**src/rtl/nand_attr_pkg.sv**
```systemverilog
package nand_attr_pkg;
  localparam int FIELD_W = 8;
  localparam int CFG_W   = 4 * FIELD_W;
  localparam logic [CFG_W-1:0] CFG_RESET = 32'hFCFC_FCFC;

  // Field order matches register bit positions (MSB first).
  typedef struct packed {
    logic [FIELD_W-1:0] hiz;     // [31:24] bus float count, writes only
    logic [FIELD_W-1:0] trail;   // [23:16] hold after strobe release
    logic [FIELD_W-1:0] strobe;  // [15:8]  minimum strobe length - 1
    logic [FIELD_W-1:0] lead;    // [7:0]   address setup - 1
  } timing_t;

  typedef enum logic [1:0] {
    PH_IDLE  = 2'd0,
    PH_SETUP = 2'd1,
    PH_CMD   = 2'd2,
    PH_HOLD  = 2'd3
  } phase_e;
endpackage

```
**src/rtl/nand_attr_cfg_reg.sv**
```systemverilog
module nand_attr_cfg_reg #(
  parameter int          W         = 32,
  parameter logic [W-1:0] RESET_VAL = '0
) (
  input  logic         clk,
  input  logic         rst,
  input  logic         we,
  input  logic [W-1:0] wdata,
  output logic [W-1:0] q
);
  always_ff @(posedge clk) begin
    if (rst)     q <= RESET_VAL;
    else if (we) q <= wdata;
  end
endmodule

```
**src/rtl/nand_attr_sync.sv**
```systemverilog
module nand_attr_sync #(
  parameter int   STAGES    = 2,
  parameter logic RESET_VAL = 1'b1
) (
  input  logic clk,
  input  logic rst,
  input  logic d,
  output logic q
);
  logic [STAGES-1:0] chain;

  genvar i;
  generate
    for (i = 0; i < STAGES; i++) begin : g_stage
      if (i == 0) begin : g_first
        always_ff @(posedge clk) begin
          if (rst) chain[0] <= RESET_VAL;
          else     chain[0] <= d;
        end
      end else begin : g_next
        always_ff @(posedge clk) begin
          if (rst) chain[i] <= RESET_VAL;
          else     chain[i] <= chain[i-1];
        end
      end
    end
  endgenerate

  assign q = chain[STAGES-1];
endmodule

```
**src/rtl/nand_attr_fsm.sv**
```systemverilog
module nand_attr_fsm
  import nand_attr_pkg::*;
#(
  parameter int ADDR_W = 16
) (
  input  logic              clk,
  input  logic              rst,
  input  logic              req_valid,
  input  logic              req_write,
  input  logic [ADDR_W-1:0] req_addr,
  input  timing_t           timing,
  input  logic              wait_ok,
  output logic [ADDR_W-1:0] dev_addr,
  output logic              dev_we_n,
  output logic              dev_re_n,
  output logic              busy,
  output logic              done,
  output logic              is_write,
  output logic              accept,
  output logic              release_p,
  output logic              finish
);
  phase_e             phase;
  logic [FIELD_W-1:0] cnt;
  logic [FIELD_W-1:0] strobe_q;
  logic [FIELD_W-1:0] trail_q;
  logic               cnt_zero;

  assign cnt_zero  = (cnt == '0);
  assign accept    = (phase == PH_IDLE) && req_valid;
  assign release_p = (phase == PH_CMD) && cnt_zero && wait_ok;
  assign finish    = (release_p && (trail_q == '0)) ||
                     ((phase == PH_HOLD) && cnt_zero);

  always_ff @(posedge clk) begin
    if (rst) begin
      phase    <= PH_IDLE;
      cnt      <= '0;
      strobe_q <= '0;
      trail_q  <= '0;
      dev_addr <= '0;
      dev_we_n <= 1'b1;
      dev_re_n <= 1'b1;
      busy     <= 1'b0;
      done     <= 1'b0;
      is_write <= 1'b0;
    end else begin
      done <= 1'b0;
      unique case (phase)
        PH_IDLE: begin
          if (accept) begin
            phase    <= PH_SETUP;
            cnt      <= timing.lead;
            strobe_q <= timing.strobe;
            trail_q  <= timing.trail;
            dev_addr <= req_addr;
            is_write <= req_write;
            busy     <= 1'b1;
          end
        end
        PH_SETUP: begin
          if (cnt_zero) begin
            phase <= PH_CMD;
            cnt   <= strobe_q;
            if (is_write) dev_we_n <= 1'b0;
            else          dev_re_n <= 1'b0;
          end else begin
            cnt <= cnt - FIELD_W'(1);
          end
        end
        PH_CMD: begin
          if (!cnt_zero) begin
            cnt <= cnt - FIELD_W'(1);
          end else if (wait_ok) begin
            dev_we_n <= 1'b1;
            dev_re_n <= 1'b1;
            if (!finish) begin
              phase <= PH_HOLD;
              cnt   <= trail_q - FIELD_W'(1);
            end
          end
        end
        PH_HOLD: begin
          if (!cnt_zero) cnt <= cnt - FIELD_W'(1);
        end
        default: phase <= PH_IDLE;
      endcase
      if (finish) begin
        phase <= PH_IDLE;
        busy  <= 1'b0;
        done  <= 1'b1;
      end
    end
  end
endmodule

```
**src/rtl/nand_attr_bus.sv**
```systemverilog
module nand_attr_bus
  import nand_attr_pkg::*;
#(
  parameter int DATA_W = 16
) (
  input  logic               clk,
  input  logic               rst,
  input  logic               accept,
  input  logic               req_write,
  input  logic [DATA_W-1:0]  req_wdata,
  input  logic [FIELD_W-1:0] hiz,
  input  logic               busy,
  input  logic               is_write,
  input  logic               release_p,
  input  logic               finish,
  input  logic [DATA_W-1:0]  dev_rdata,
  output logic [DATA_W-1:0]  dev_wdata,
  output logic               dev_data_oe,
  output logic [DATA_W-1:0]  rd_data
);
  logic [FIELD_W-1:0] float_cnt;
  logic               floating;

  assign floating = busy && is_write && !dev_data_oe;

  always_ff @(posedge clk) begin
    if (rst) begin
      dev_wdata   <= '0;
      dev_data_oe <= 1'b0;
      float_cnt   <= '0;
      rd_data     <= '0;
    end else begin
      if (accept) begin
        dev_wdata   <= req_wdata;
        dev_data_oe <= req_write && (hiz == '0);
        float_cnt   <= (hiz == '0) ? '0 : hiz - FIELD_W'(1);
      end else if (finish) begin
        dev_data_oe <= 1'b0;
      end else if (floating) begin
        if (float_cnt == '0) dev_data_oe <= 1'b1;
        else                 float_cnt   <= float_cnt - FIELD_W'(1);
      end
      if (release_p && !is_write) rd_data <= dev_rdata;
    end
  end
endmodule

```
**src/rtl/nand_attr_seq.sv**
```systemverilog
module nand_attr_seq
  import nand_attr_pkg::*;
#(
  parameter int ADDR_W      = 16,
  parameter int DATA_W      = 16,
  parameter int SYNC_STAGES = 2
) (
  input  logic              clk,
  input  logic              rst,
  input  logic              cfg_we,
  input  logic [31:0]       cfg_wdata,
  output logic [31:0]       cfg_rdata,
  input  logic              req_valid,
  input  logic              req_write,
  input  logic [ADDR_W-1:0] req_addr,
  input  logic [DATA_W-1:0] req_wdata,
  output logic              busy,
  output logic              done,
  output logic [DATA_W-1:0] rd_data,
  output logic [ADDR_W-1:0] dev_addr,
  output logic              dev_we_n,
  output logic              dev_re_n,
  output logic [DATA_W-1:0] dev_wdata,
  output logic              dev_data_oe,
  input  logic [DATA_W-1:0] dev_rdata,
  input  logic              dev_wait_n
);
  timing_t cfg_q;
  logic    wait_ok;
  logic    is_write, accept, release_p, finish;

  nand_attr_cfg_reg #(.W(CFG_W), .RESET_VAL(CFG_RESET)) cfg_i (
    .clk(clk), .rst(rst), .we(cfg_we), .wdata(cfg_wdata), .q(cfg_q)
  );
  assign cfg_rdata = cfg_q;

  nand_attr_sync #(.STAGES(SYNC_STAGES), .RESET_VAL(1'b1)) sync_i (
    .clk(clk), .rst(rst), .d(dev_wait_n), .q(wait_ok)
  );

  nand_attr_fsm #(.ADDR_W(ADDR_W)) fsm_i (
    .clk(clk), .rst(rst),
    .req_valid(req_valid), .req_write(req_write), .req_addr(req_addr),
    .timing(cfg_q), .wait_ok(wait_ok),
    .dev_addr(dev_addr), .dev_we_n(dev_we_n), .dev_re_n(dev_re_n),
    .busy(busy), .done(done), .is_write(is_write),
    .accept(accept), .release_p(release_p), .finish(finish)
  );

  nand_attr_bus #(.DATA_W(DATA_W)) bus_i (
    .clk(clk), .rst(rst),
    .accept(accept), .req_write(req_write), .req_wdata(req_wdata),
    .hiz(cfg_q.hiz), .busy(busy), .is_write(is_write),
    .release_p(release_p), .finish(finish),
    .dev_rdata(dev_rdata), .dev_wdata(dev_wdata),
    .dev_data_oe(dev_data_oe), .rd_data(rd_data)
  );
endmodule

```
**config.mk**
```make
export PLATFORM = sky130hd
export DESIGN_NAME = nand_attr_seq
export DESIGN_NICKNAME = d
export VERILOG_FILES = /design/src/rtl/nand_attr_pkg.sv /design/src/rtl/nand_attr_cfg_reg.sv /design/src/rtl/nand_attr_sync.sv /design/src/rtl/nand_attr_fsm.sv /design/src/rtl/nand_attr_bus.sv /design/src/rtl/nand_attr_seq.sv
export SDC_FILE = /design/constraint.sdc
export NUM_CORES = 1
export LEC_CHECK = 0
export CORE_UTILIZATION = 45
export CTS_CLUSTER_DIAMETER = 60
export DETAILED_ROUTE_END_ITERATION = 8
export PLACE_DENSITY = 0.81
export SLEW_MARGIN = 20
export SYNTH_ARGS = -nofsm -noshare
export SYNTH_HDL_FRONTEND = slang
export SYNTH_SLANG_ARGS = --single-unit
```
**constraint.sdc**
```tcl
create_clock -name clk -period 2.2 [get_ports clk]
set_input_delay 0.44 -clock clk [delete_from_list [all_inputs] [get_ports clk]]
set_output_delay 0.44 -clock clk [all_outputs]
set_load 0.005 [all_outputs]
```
==> results of run 1 <==
## final timing paths
path | from | to | slack (ps) | cells past startpoint
max | fsm_i.cnt[0] | fsm_i.cnt[6] | 100 | 7
min reg2reg | sync_i.chain[0] | sync_i.q | 420 | 1
max reg2reg | fsm_i.cnt[0] | fsm_i.cnt[6] | 100 | 7
min | rst | fsm_i.dev_we_n | 360 | 3
## worst register-to-register path: stages, from the launching register on
cell and delay [ps]:
dfxtp_1 340, inv_1 90, ha_1 180, or3b_2 530, nor2_8 170, o211ai_4 100
and3_1 300, a32o_1 280
## registers in the layout, indices dropped and copies added, names as in the netlist
signal             count
bus_i.dev_data_oe      1
bus_i.dev_wdata       16
bus_i.float_cnt        8
bus_i.rd_data         16
cfg_i.q               32
fsm_i.busy             1
fsm_i.cnt              8
fsm_i.dev_addr        16
fsm_i.dev_re_n         1
fsm_i.dev_we_n         1
fsm_i.done             1
fsm_i.is_write         1
fsm_i.phase            2
fsm_i.strobe_q         8
fsm_i.trail_q          8
sync_i.chain           1
sync_i.q               1
## placed cells by master (no fill, tap or decap), types with 3 or more instances in the layout
master             n
nor3_1             8
clkinv_2           5
nor3b_1            7
a32o_1             8
clkbuf_1           4
inv_1             19
o211ai_1           3
xor2_1             3
xnor2_1           13
clkdlybuf4s50_1  168
nor2_1            41
nor4_1             6
o221ai_1           3
clkbuf_16         17
nand2_1          137
a211o_1            3
dfxtp_1          122
a21oi_1           67
buf_4             20
ha_1              13
or4_1              3
mux2i_1           48
nand2b_1          10
a211oi_1           3
o21ai_0           12
and3_1             3
nand3_1            3
## synthesized netlist by cell type (2+ instances only)
library cell | n | share of area
a211o_1 | 4 | 0.0065
a211oi_1 | 4 | 0.0055
a21o_1 | 2 | 0.0028
a21oi_1 | 67 | 0.062
a311oi_1 | 2 | 0.0032
a31oi_1 | 2 | 0.0023
a32o_1 | 8 | 0.015
a41o_1 | 2 | 0.0037
and3_1 | 3 | 0.0035
buf_1 | 4 | 0.0028
buf_6 | 2 | 0.0041
clkbuf_1 | 28 | 0.019
dfxtp_1 | 122 | 0.45
ha_1 | 14 | 0.032
inv_1 | 19 | 0.013
mux2i_1 | 48 | 0.088
nand2_1 | 138 | 0.095
nand2b_1 | 10 | 0.012
nand3_1 | 3 | 0.0028
nand3b_1 | 2 | 0.0028
nand4_1 | 2 | 0.0023
nor2_1 | 41 | 0.028
nor3_1 | 8 | 0.0074
nor3b_1 | 7 | 0.0097
nor4_1 | 6 | 0.0069
o211a_1 | 2 | 0.0037
o211ai_1 | 3 | 0.0041
o21ai_0 | 14 | 0.013
o221ai_1 | 3 | 0.0048
o22ai_1 | 2 | 0.0023
o31ai_1 | 2 | 0.0028
o41ai_1 | 2 | 0.0032
or2_2 | 2 | 0.0023
or3_1 | 2 | 0.0023
or4_1 | 3 | 0.0041
or4_4 | 2 | 0.0041
xnor2_1 | 13 | 0.021
xor2_1 | 3 | 0.0048
## stage by stage
step | cells | worst slack, ps
final | 953 | 99.6
after global routing | 953 | -3.15
after CTS | 951 | 31.1
after detailed placement | 920 | 69.4
after global placement | 920 | 160
after floorplan | 624 | 149
## routing by layer
layer,vias to the layer above,track usage,part of all wire,wire (um)
met2,149,0.436,0.52,7790
met3,27,0.0740,0.053,801
met1,2399,0.279,0.41,6260
met5,-,0,0,0
met4,0,0.0991,0.018,265
li1,2508,-,-,-
## report_power, final
group / switching, mW / internal (mW) / total [mW]
logic: 1.67 / 1.55 / 3.22
registers: 0.369 / 2.58 / 2.95
clock network: 0.947 / 1.71 / 2.66
## cells by family (layout without fill, tap and decap cells)
logic type                 count (synthesis)  after routing
AOI/OAI and AO/OA                        129            129
xor gates and xnor gates                  16             16
adders and majority gates                 14             14
buffers and inverters                     56            242
DFF                                      122            122
muxes                                     48             48
and+or+nand+nor                          239            239
## final cells by class
cell class / instances / area share
tap: 143 / 0.0226
timing repair buffer: 192 / 0.238
inverter: 19 / 0.00902
sequential: 122 / 0.309
clock buffer: 23 / 0.0592
multi-input combinational: 446 / 0.350
clock inverter: 8 / 0.0119
## what timing repair did
item / in CTS / in global routing
setup endpoints to repair: 0 / 10
resized for setup: 0 / 6
buffers inserted: 0 / 2
==> flow_summary.json, run 1 <==
{
  "status": "finished, violations left",
  "violations": "design-rule violations",
  "seq_area_sq_um": 2440,
  "ios": 171,
  "synth-adder-area-share": 0.0323,
  "maxCapViolCount": 0,
  "first_iter_violations": 276,
  "skew_ps": 8.33,
  "leakage_nw": 3.25,
  "fin_tns_setup_ps": 0,
  "ys_async_sr_fraction": 0,
  "synth_edf_count": 0,
  "cts_root_buf": "clkbuf_16",
  "setup_violations": 0,
  "syn_avg_cell_area_sq_um": 8.70,
  "critPathMaxStageDelay_ps": 530,
  "peakVddDrop_v": 0.000626,
  "viasPerCell": 5.33,
  "dp_hpwl_um": 10900,
  "insertion_delay_ps": 410,
  "synth_compound_area_frac": 0.154,
  "grt_pass1_vias": 5239,
  "dieArea_sq_um": 12500,
  "cts_tree": "done",
  "utilization": 0.683,
  "wl_per_cell_um": 15.9,
  "worstPathRequired_ps": 2500,
  "fillers": 907,
  "drt-pass1-iter-count": 9,
  "crit_buf_inv": 1,
  "grt_max_degree": 85,
  "drv_slew": 0,
  "p_total_mw": 8.84,
  "ant_nets": 0,
  "startpoint_type": "flop",
  "worstMarginPinSlew_ps": 522,
  "fmax_ghz": 0.476,
  "area_growth_pct": 45.5,
  "yosysUniqueCellTypes": 61,
  "synth-simple-area-share": 0.205,
  "vias": 5083,
  "insertedDiodeCount": 0,
  "multiInputGateArea_sq_um": 2770,
  "track_usage": 0.248,
  "powerDensity_nw_per_um2": 1120,
  "synth_top_family_by_area": "simple AND/OR/NAND/NOR gates",
  "routed_wl_um": 15100,
  "crit_arrival_ps": 2400,
  "path_delay_family": "simple AND/OR/NAND/NOR gates",
  "ys_ff_latch": 122,
  "hold_class": "in2reg",
  "drc": 5,
  "syn-cell-area_sq_um": 5430,
  "slew_headroom": 0.652,
  "rows": 39,
  "synth.area.mux_share": 0.0885,
  "initial_core_util": 0.470,
  "coreArea_sq_um": 11600,
  "cp_slowest_cell": "or3b_2",
  "die_h_um": 112,
  "htree_levels": 4,
  "synth_flop_cell": "dfxtp_1",
  "gp_congestion": 0.878,
  "seq_area_frac_synth": 0.450,
  "holdWs_ps": 358,
  "cts_buffers": 17,
  "synth_warnings": 0,
  "grt_pass1_wl_um": 24700,
  "fin_nets": 898,
  "placed_cell_area_sq_um": 7310,
  "hold_viol": 0,
  "period_minus_slack_ps": 2100,
  "clk_pin_slew_ps": 50,
  "drive_gt1_frac": 0.0877,
  "grt_antenna_before_repair": 0,
  "cts_hold_buf": 0,
  "synth_cells": 624,
  "synth-xor-area-share": 0.0258,
  "die_w_um": 112,
  "final_area_sq_um": 7900,
  "cts.sinks": 122,
  "period_share": 0.955,
  "crit_type": "reg2reg",
  "syn_nets": 724,
  "cts.path.max_buffers": 2,
  "port_buffers": 170,
  "end_kind": "flop",
  "crit_chain": "inv_1 > ha_1 > or3b_2 > nor2_8 > o211ai_4 > and3_1 > a32o_1",
  "critPathMaxFanout": 8,
  "overflow": 0
}
No activity file was read; power rests on OpenSTA's default activity.
==> inputs of run 2 (changes only) <==
==> constraint.sdc (replaced) <==
create_clock -name clk -period 2.2 [get_ports clk]
set_input_delay 0.44 -clock clk [delete_from_list [all_inputs] [get_ports clk]]
set_output_delay 0.44 -clock clk [all_outputs]
set_load 0.05 [all_outputs]
==> run 2 against run 1 <==
Against the previous run:
- the flow still finishes with violations (design-rule violations)
- sequential power is essentially flat
- die area did not move
- sequential share of layout area is essentially flat
- maximum frequency down 1.5%
==> flow_summary.json, run 2 (synthesis results as in run 1) <==
{
  "dp_hpwl_um": 10900,
  "vias": 5091,
  "insertion_delay_ps": 410,
  "crit_chain": "clkdlybuf4s50_1",
  "grt_antenna_before_repair": 0,
  "maxCapViolCount": 0,
  "cts.path.max_buffers": 2,
  "leakage_nw": 3.27,
  "crit_arrival_ps": 1690,
  "end_kind": "primary output",
  "crit_buf_inv": 1,
  "overflow": 0,
  "cts_hold_buf": 0,
  "period_minus_slack_ps": 2130,
  "holdWs_ps": 357,
  "routed_wl_um": 15100,
  "worstPathRequired_ps": 1760,
  "worst_slack_ps": 67.4,
  "port_buffers": 170,
  "cp_slowest_cell": "clkdlybuf4s50_1",
  "cts.sinks": 122,
  "peakVddDrop_v": 0.000713,
  "htree_levels": 4,
  "critPathMaxStageDelay_ps": 870,
  "fillers": 910,
  "cts_root_buf": "clkbuf_16",
  "path_delay_family": "buffers and inverters",
  "clk_pin_slew_ps": 50,
  "fin_nets": 898,
  "p_total_mw": 9.39,
  "rows": 39,
  "die_h_um": 112,
  "slew_headroom": 0.643,
  "worstMarginPinSlew_ps": 527,
  "hold_class": "in2reg",
  "gp_congestion": 0.878,
  "final_cell_mix": "clkdlybuf4s50_1, nand2_1, dfxtp_1",
  "period_share": 0.969,
  "drive_gt1_frac": 0.0877,
  "largest_register_ffs": 32,
  "critPathMaxFanout": 5,
  "coreArea_sq_um": 11600,
  "initial_core_util": 0.470,
  "cts_tree": "done",
  "dpl.cell_count": 920,
  "grt_pass1_vias": 5239,
  "track_usage": 0.248,
  "pre_cts_ws_ps": 69.4,
  "dieArea_sq_um": 12500,
  "ios": 171,
  "wl_per_cell_um": 15.9,
  "skew_ps": 10.0,
  "violations": "design-rule violations",
  "grt_pass1_wl_um": 24700,
  "drc": 5,
  "hold_viol": 0,
  "die_w_um": 112,
  "top_register": "cfg_i.q",
  "insertedDiodeCount": 0,
  "fin_cells": 953,
  "setup_violations": 0,
  "crit_type": "reg2out",
  "first_iter_violations": 287,
  "drv_slew": 0,
  "ant_nets": 0,
  "status": "finished, violations left",
  "final_common_cell": "clkdlybuf4s50_1",
  "powerDensity_nw_per_um2": 1190,
  "drt-pass1-iter-count": 9,
  "startpoint_type": "flop",
  "area_growth_pct": 45.7,
  "cts_buffers": 17,
  "fmax_ghz": 0.469,
  "viasPerCell": 5.34,
  "grt_max_degree": 85
}
==> run 2: cell types whose count changed in the layout (fill, tap and decap cells not counted), sizes merged <==
| cell | change |
|---|---|
| dlygate4sd2 | +1 |
| dlymetal6s2s | +4 |
| clkdlybuf4s50 | -5 |
==> run 2: what timing repair did <==
| item | in CTS | in global routing |
|---|---|---|
| hold endpoints to repair | 0 | 0 |
| endpoints found under the setup margin | 1 | 14 |
| resized for setup | 1 | 10 |
| pin swaps | 0 | 1 |
| buffers inserted | 0 | 2 |
==> run 2: report_power, final <==
| group | switching, mW | internal, mW |
|---|---|---|
| registers | 0.368 | 2.58 |
| logic | 2.23 | 1.55 |
| clock network | 0.948 | 1.71 |
| total | 3.54 | 5.84 |
==> run 2: layer usage <==
layer	track usage	vias up	wire length [um]
li1	-	2508	-
met5	0	-	0
met1	0.279	2401	6230
met4	0.0991	0	276
met3	0.0740	27	810
met2	0.436	155	7810
==> run 2: final cells by class <==
type	instances	area, sq um	area share
Multi-Input combinational cell	446	2770	0.350
Timing Repair Buffer	192	1890	0.239
Clock buffer	23	468	0.0591
Inverter	19	71.3	0.00901
Clock inverter	8	93.8	0.0119
Tap cell	143	179	0.0226
Sequential cell	122	2440	0.309
==> run 2: worst paths after layout <==
path,slack (ps),depth (start not counted),to,startpoint
setup / recovery,70,1,cfg_rdata[31],cfg_i.q[31]
hold / removal,360,3,fsm_i.dev_we_n,rst
setup reg to reg,100,7,fsm_i.cnt[6],fsm_i.cnt[0]
hold reg to reg,420,1,sync_i.q,sync_i.chain[0]
==> run 2: stage by stage <==
step           setup TNS (ps)  cell area, sq um  utilization
2_1_floorplan               0              5430            -
3_3_place_gp                0              7310        0.632
3_5_place_dp                0              7310        0.632
4_1_cts                     0              7870        0.681
5_1_grt                 -3.15              7910        0.684
6_report                    0              7910        0.684
==> inputs of run 3 (changes only) <==
--- a/config.mk
+++ b/config.mk
@@ -12,4 +12,5 @@
 export SLEW_MARGIN = 20
 export SYNTH_ARGS = -nofsm -noshare
 export SYNTH_HDL_FRONTEND = slang
+export SYNTH_HIERARCHICAL = 1
 export SYNTH_SLANG_ARGS = --single-unit
==> run 3 against run 2 <==
Against the previous run:
- the run ends with negative setup slack left
- synthesized cell count decreased by 1.3%
- worst setup slack got worse by 140 ps
- register-to-register slack worse by 180 ps
- routed wire length increased by 7.1%
- area after synthesis rose by 1.1%
- largest cell class unchanged
==> flow_summary.json, run 3 <==
{
  "routed_wl_um": 16200,
  "seq_area_frac_synth": 0.445,
  "period_minus_slack_ps": 2280,
  "grt_max_degree": 49,
  "syn_nets": 716,
  "viasPerCell": 5.44,
  "critPathMaxFanout": 5,
  "grt_pass1_wl_um": 26200,
  "gp_congestion": 0.889,
  "swShare": 0.382,
  "yosysUniqueCellTypes": 70,
  "dp_hpwl_um": 11000,
  "cts_tree": "done",
  "drt-pass1-iter-count": 5,
  "top_register": "cfg_i/q",
  "fin_nets": 925,
  "end_kind": "flop",
  "cts_root_buf": "clkbuf_16",
  "critPathMaxStageDelay_ps": 560,
  "holdWs_ps": 406,
  "synth_area_leaders": "dfxtp_1, nand2_1, a21oi_1",
  "syn_avg_cell_area_sq_um": 8.91,
  "maxCapViolCount": 0,
  "htree_levels": 4,
  "synth_flop_cell": "dfxtp_1",
  "final_area_sq_um": 8360,
  "synth-xor-area-share": 0.0207,
  "clk_pin_slew_ps": 60,
  "synth.top_cells.by_count": "dfxtp_1, nand2_1, a21oi_1, nor2_1, mux2i_1",
  "seq_area_sq_um": 2440,
  "coreArea_sq_um": 11700,
  "status": "finished, violations left",
  "multiInputGateArea_sq_um": 2920,
  "crit_top_cell": "or2_4",
  "final_cell_mix": "clkdlybuf4s50_1, dfxtp_1, nand2_1",
  "grt_pass1_vias": 5366,
  "period_share": 1.04,
  "dieArea_sq_um": 12600,
  "crit_chain": "or4_4 > or2_4 > nor2_4 > and4bb_2 > a21boi_4 > or2_4 > o221a_1",
  "post-synth-top-count-cell": "dfxtp_1",
  "intPower_mw": 6.24,
  "synth-simple-area-share": 0.211,
  "peakVddDrop_v": 0.000550,
  "setup_violations": 6,
  "drc": 0,
  "overflow": 0,
  "cts.sinks": 122,
  "initial_core_util": 0.471,
  "die_w_um": 112,
  "final_common_cell": "clkdlybuf4s50_1",
  "synth_edf_count": 0,
  "placed_cell_area_sq_um": 7570,
  "ios": 171,
  "port_buffers": 170,
  "synth_top_family_by_area": "simple AND/OR/NAND/NOR gates",
  "crit_buf_inv": 0,
  "insertedDiodeCount": 0,
  "drv_slew": 0,
  "crit_type": "reg2reg",
  "drive_gt1_frac": 0.160,
  "power.switching_mw": 3.85,
  "worst_slack_ps": -77.3,
  "rows": 39,
  "cp_slowest_cell": "or4_4",
  "wl_per_cell_um": 16.5,
  "hold_viol": 0,
  "startpoint_type": "flop",
  "slew_headroom": 0.523,
  "worstMarginPinSlew_ps": 715,
  "synth_compound_area_frac": 0.190,
  "powerDensity_nw_per_um2": 1210,
  "fmax_ghz": 0.439,
  "violations": "negative setup slack",
  "synth.top_cell.area_share": 0.445,
  "track_usage": 0.260,
  "synth_warnings": 6,
  "cts.path.max_buffers": 2,
  "fillers": 828,
  "area_growth_pct": 52.2,
  "seq_power_share": 0.284,
  "synth-adder-area-share": 0.0319,
  "cts_buffers": 17,
  "synth_top_area_cell": "dfxtp_1",
  "path_delay_family": "simple AND/OR/NAND/NOR gates",
  "largest_register_ffs": 32,
  "grt_setup_unrepaired": "true",
  "crit_arrival_ps": 2580,
  "skew_ps": 9.25,
  "syn-cell-area_sq_um": 5490,
  "synth.area.mux_share": 0.0513,
  "insertion_delay_ps": 410,
  "vias": 5330,
  "leakage_nw": 3.30,
  "ys_async_sr_fraction": 0,
  "die_h_um": 112,
  "p_comb_frac": 0.450,
  "hold_class": "reg2reg",
  "grt_antenna_before_repair": 0,
  "synth_cells": 616,
  "p_clk_frac": 0.267,
  "ys_ff_latch": 122,
  "first_iter_violations": 440,
  "worstPathRequired_ps": 2500,
  "ant_nets": 0
}
[run 3: per-layer routing]
metal / GRT usage / wire [um] / vias up
met1: 0.311 / 6870 / 2520
li1: - / - / 2570
met3: 0.0572 / 881 / 35
met4: 0.0987 / 320 / 0
met2: 0.454 / 8140 / 205
met5: 0 / 0 / -
[run 3: layout make-up]
cell class | count | area share
Inverter | 21 | 0.00943
Clock inverter | 13 | 0.0174
Tap cell | 143 | 0.0214
Multi-Input combinational cell | 436 | 0.349
Timing Repair Buffer | 227 | 0.258
Clock buffer | 18 | 0.0514
Sequential cell | 122 | 0.293
[run 3: cells by family (layout without fill, tap and decap cells)]
family | after synthesis | after routing
fa+ha+maj | 14 | 14
flops | 122 | 122
xor+xnor | 13 | 13
mux | 28 | 28
buf+inv | 58 | 279
simple gates | 233 | 233
compound gates | 148 | 148
[run 3: power groups by stage]
stage	Sequential, mW	Combinational [mW]	Clock, mW
after floorplan	3.47	2.13	0
after global placement	2.85	3.98	0
after detailed placement	2.87	4.09	0
after CTS	2.84	4.37	2.72
after global routing	2.90	4.84	2.83
final	2.86	4.54	2.69
[run 3: worst paths after layout]
kind              slack, ps            start  cells after the start            endpoint
setup reg to reg        -80     fsm_i/cnt[2]                      7  bus_i/float_cnt[4]
setup / recovery        -80     fsm_i/cnt[2]                      7  bus_i/float_cnt[4]
hold / removal          410  sync_i/chain[0]                      1            sync_i/q
hold reg to reg         410  sync_i/chain[0]                      1            sync_i/q
[run 3: worst register-to-register path: cells and delay by family (launching register included)]
family | cells | cell delay (ps)
AOI/OAI and AO/OA | 2 | 400
DFF | 1 | 310
and+or+nand+nor | 5 | 1460
[run 3: metrics by stage]
stage	setup WS [ps]	std cells	TNS [ps]	util	power, mW
2_1_floorplan	-267	616	-1100	-	5.60
3_3_place_gp	-50.6	938	-131	0.649	6.83
3_5_place_dp	-111	938	-917	0.649	6.96
4_1_cts	-65.1	979	-185	0.710	9.93
5_1_grt	-159	980	-969	0.717	10.6
6_report	-77.3	980	-231	0.717	10.1
[run 3: repair_timing]
action / in CTS / in global routing
setup buffers: 10 / 0
gates resized for setup: 17 / 15
hold buffers: 0 / 0
endpoints found under the setup margin: 27 / 31
gates cloned: 0 / 1
pin swaps: 8 / 7
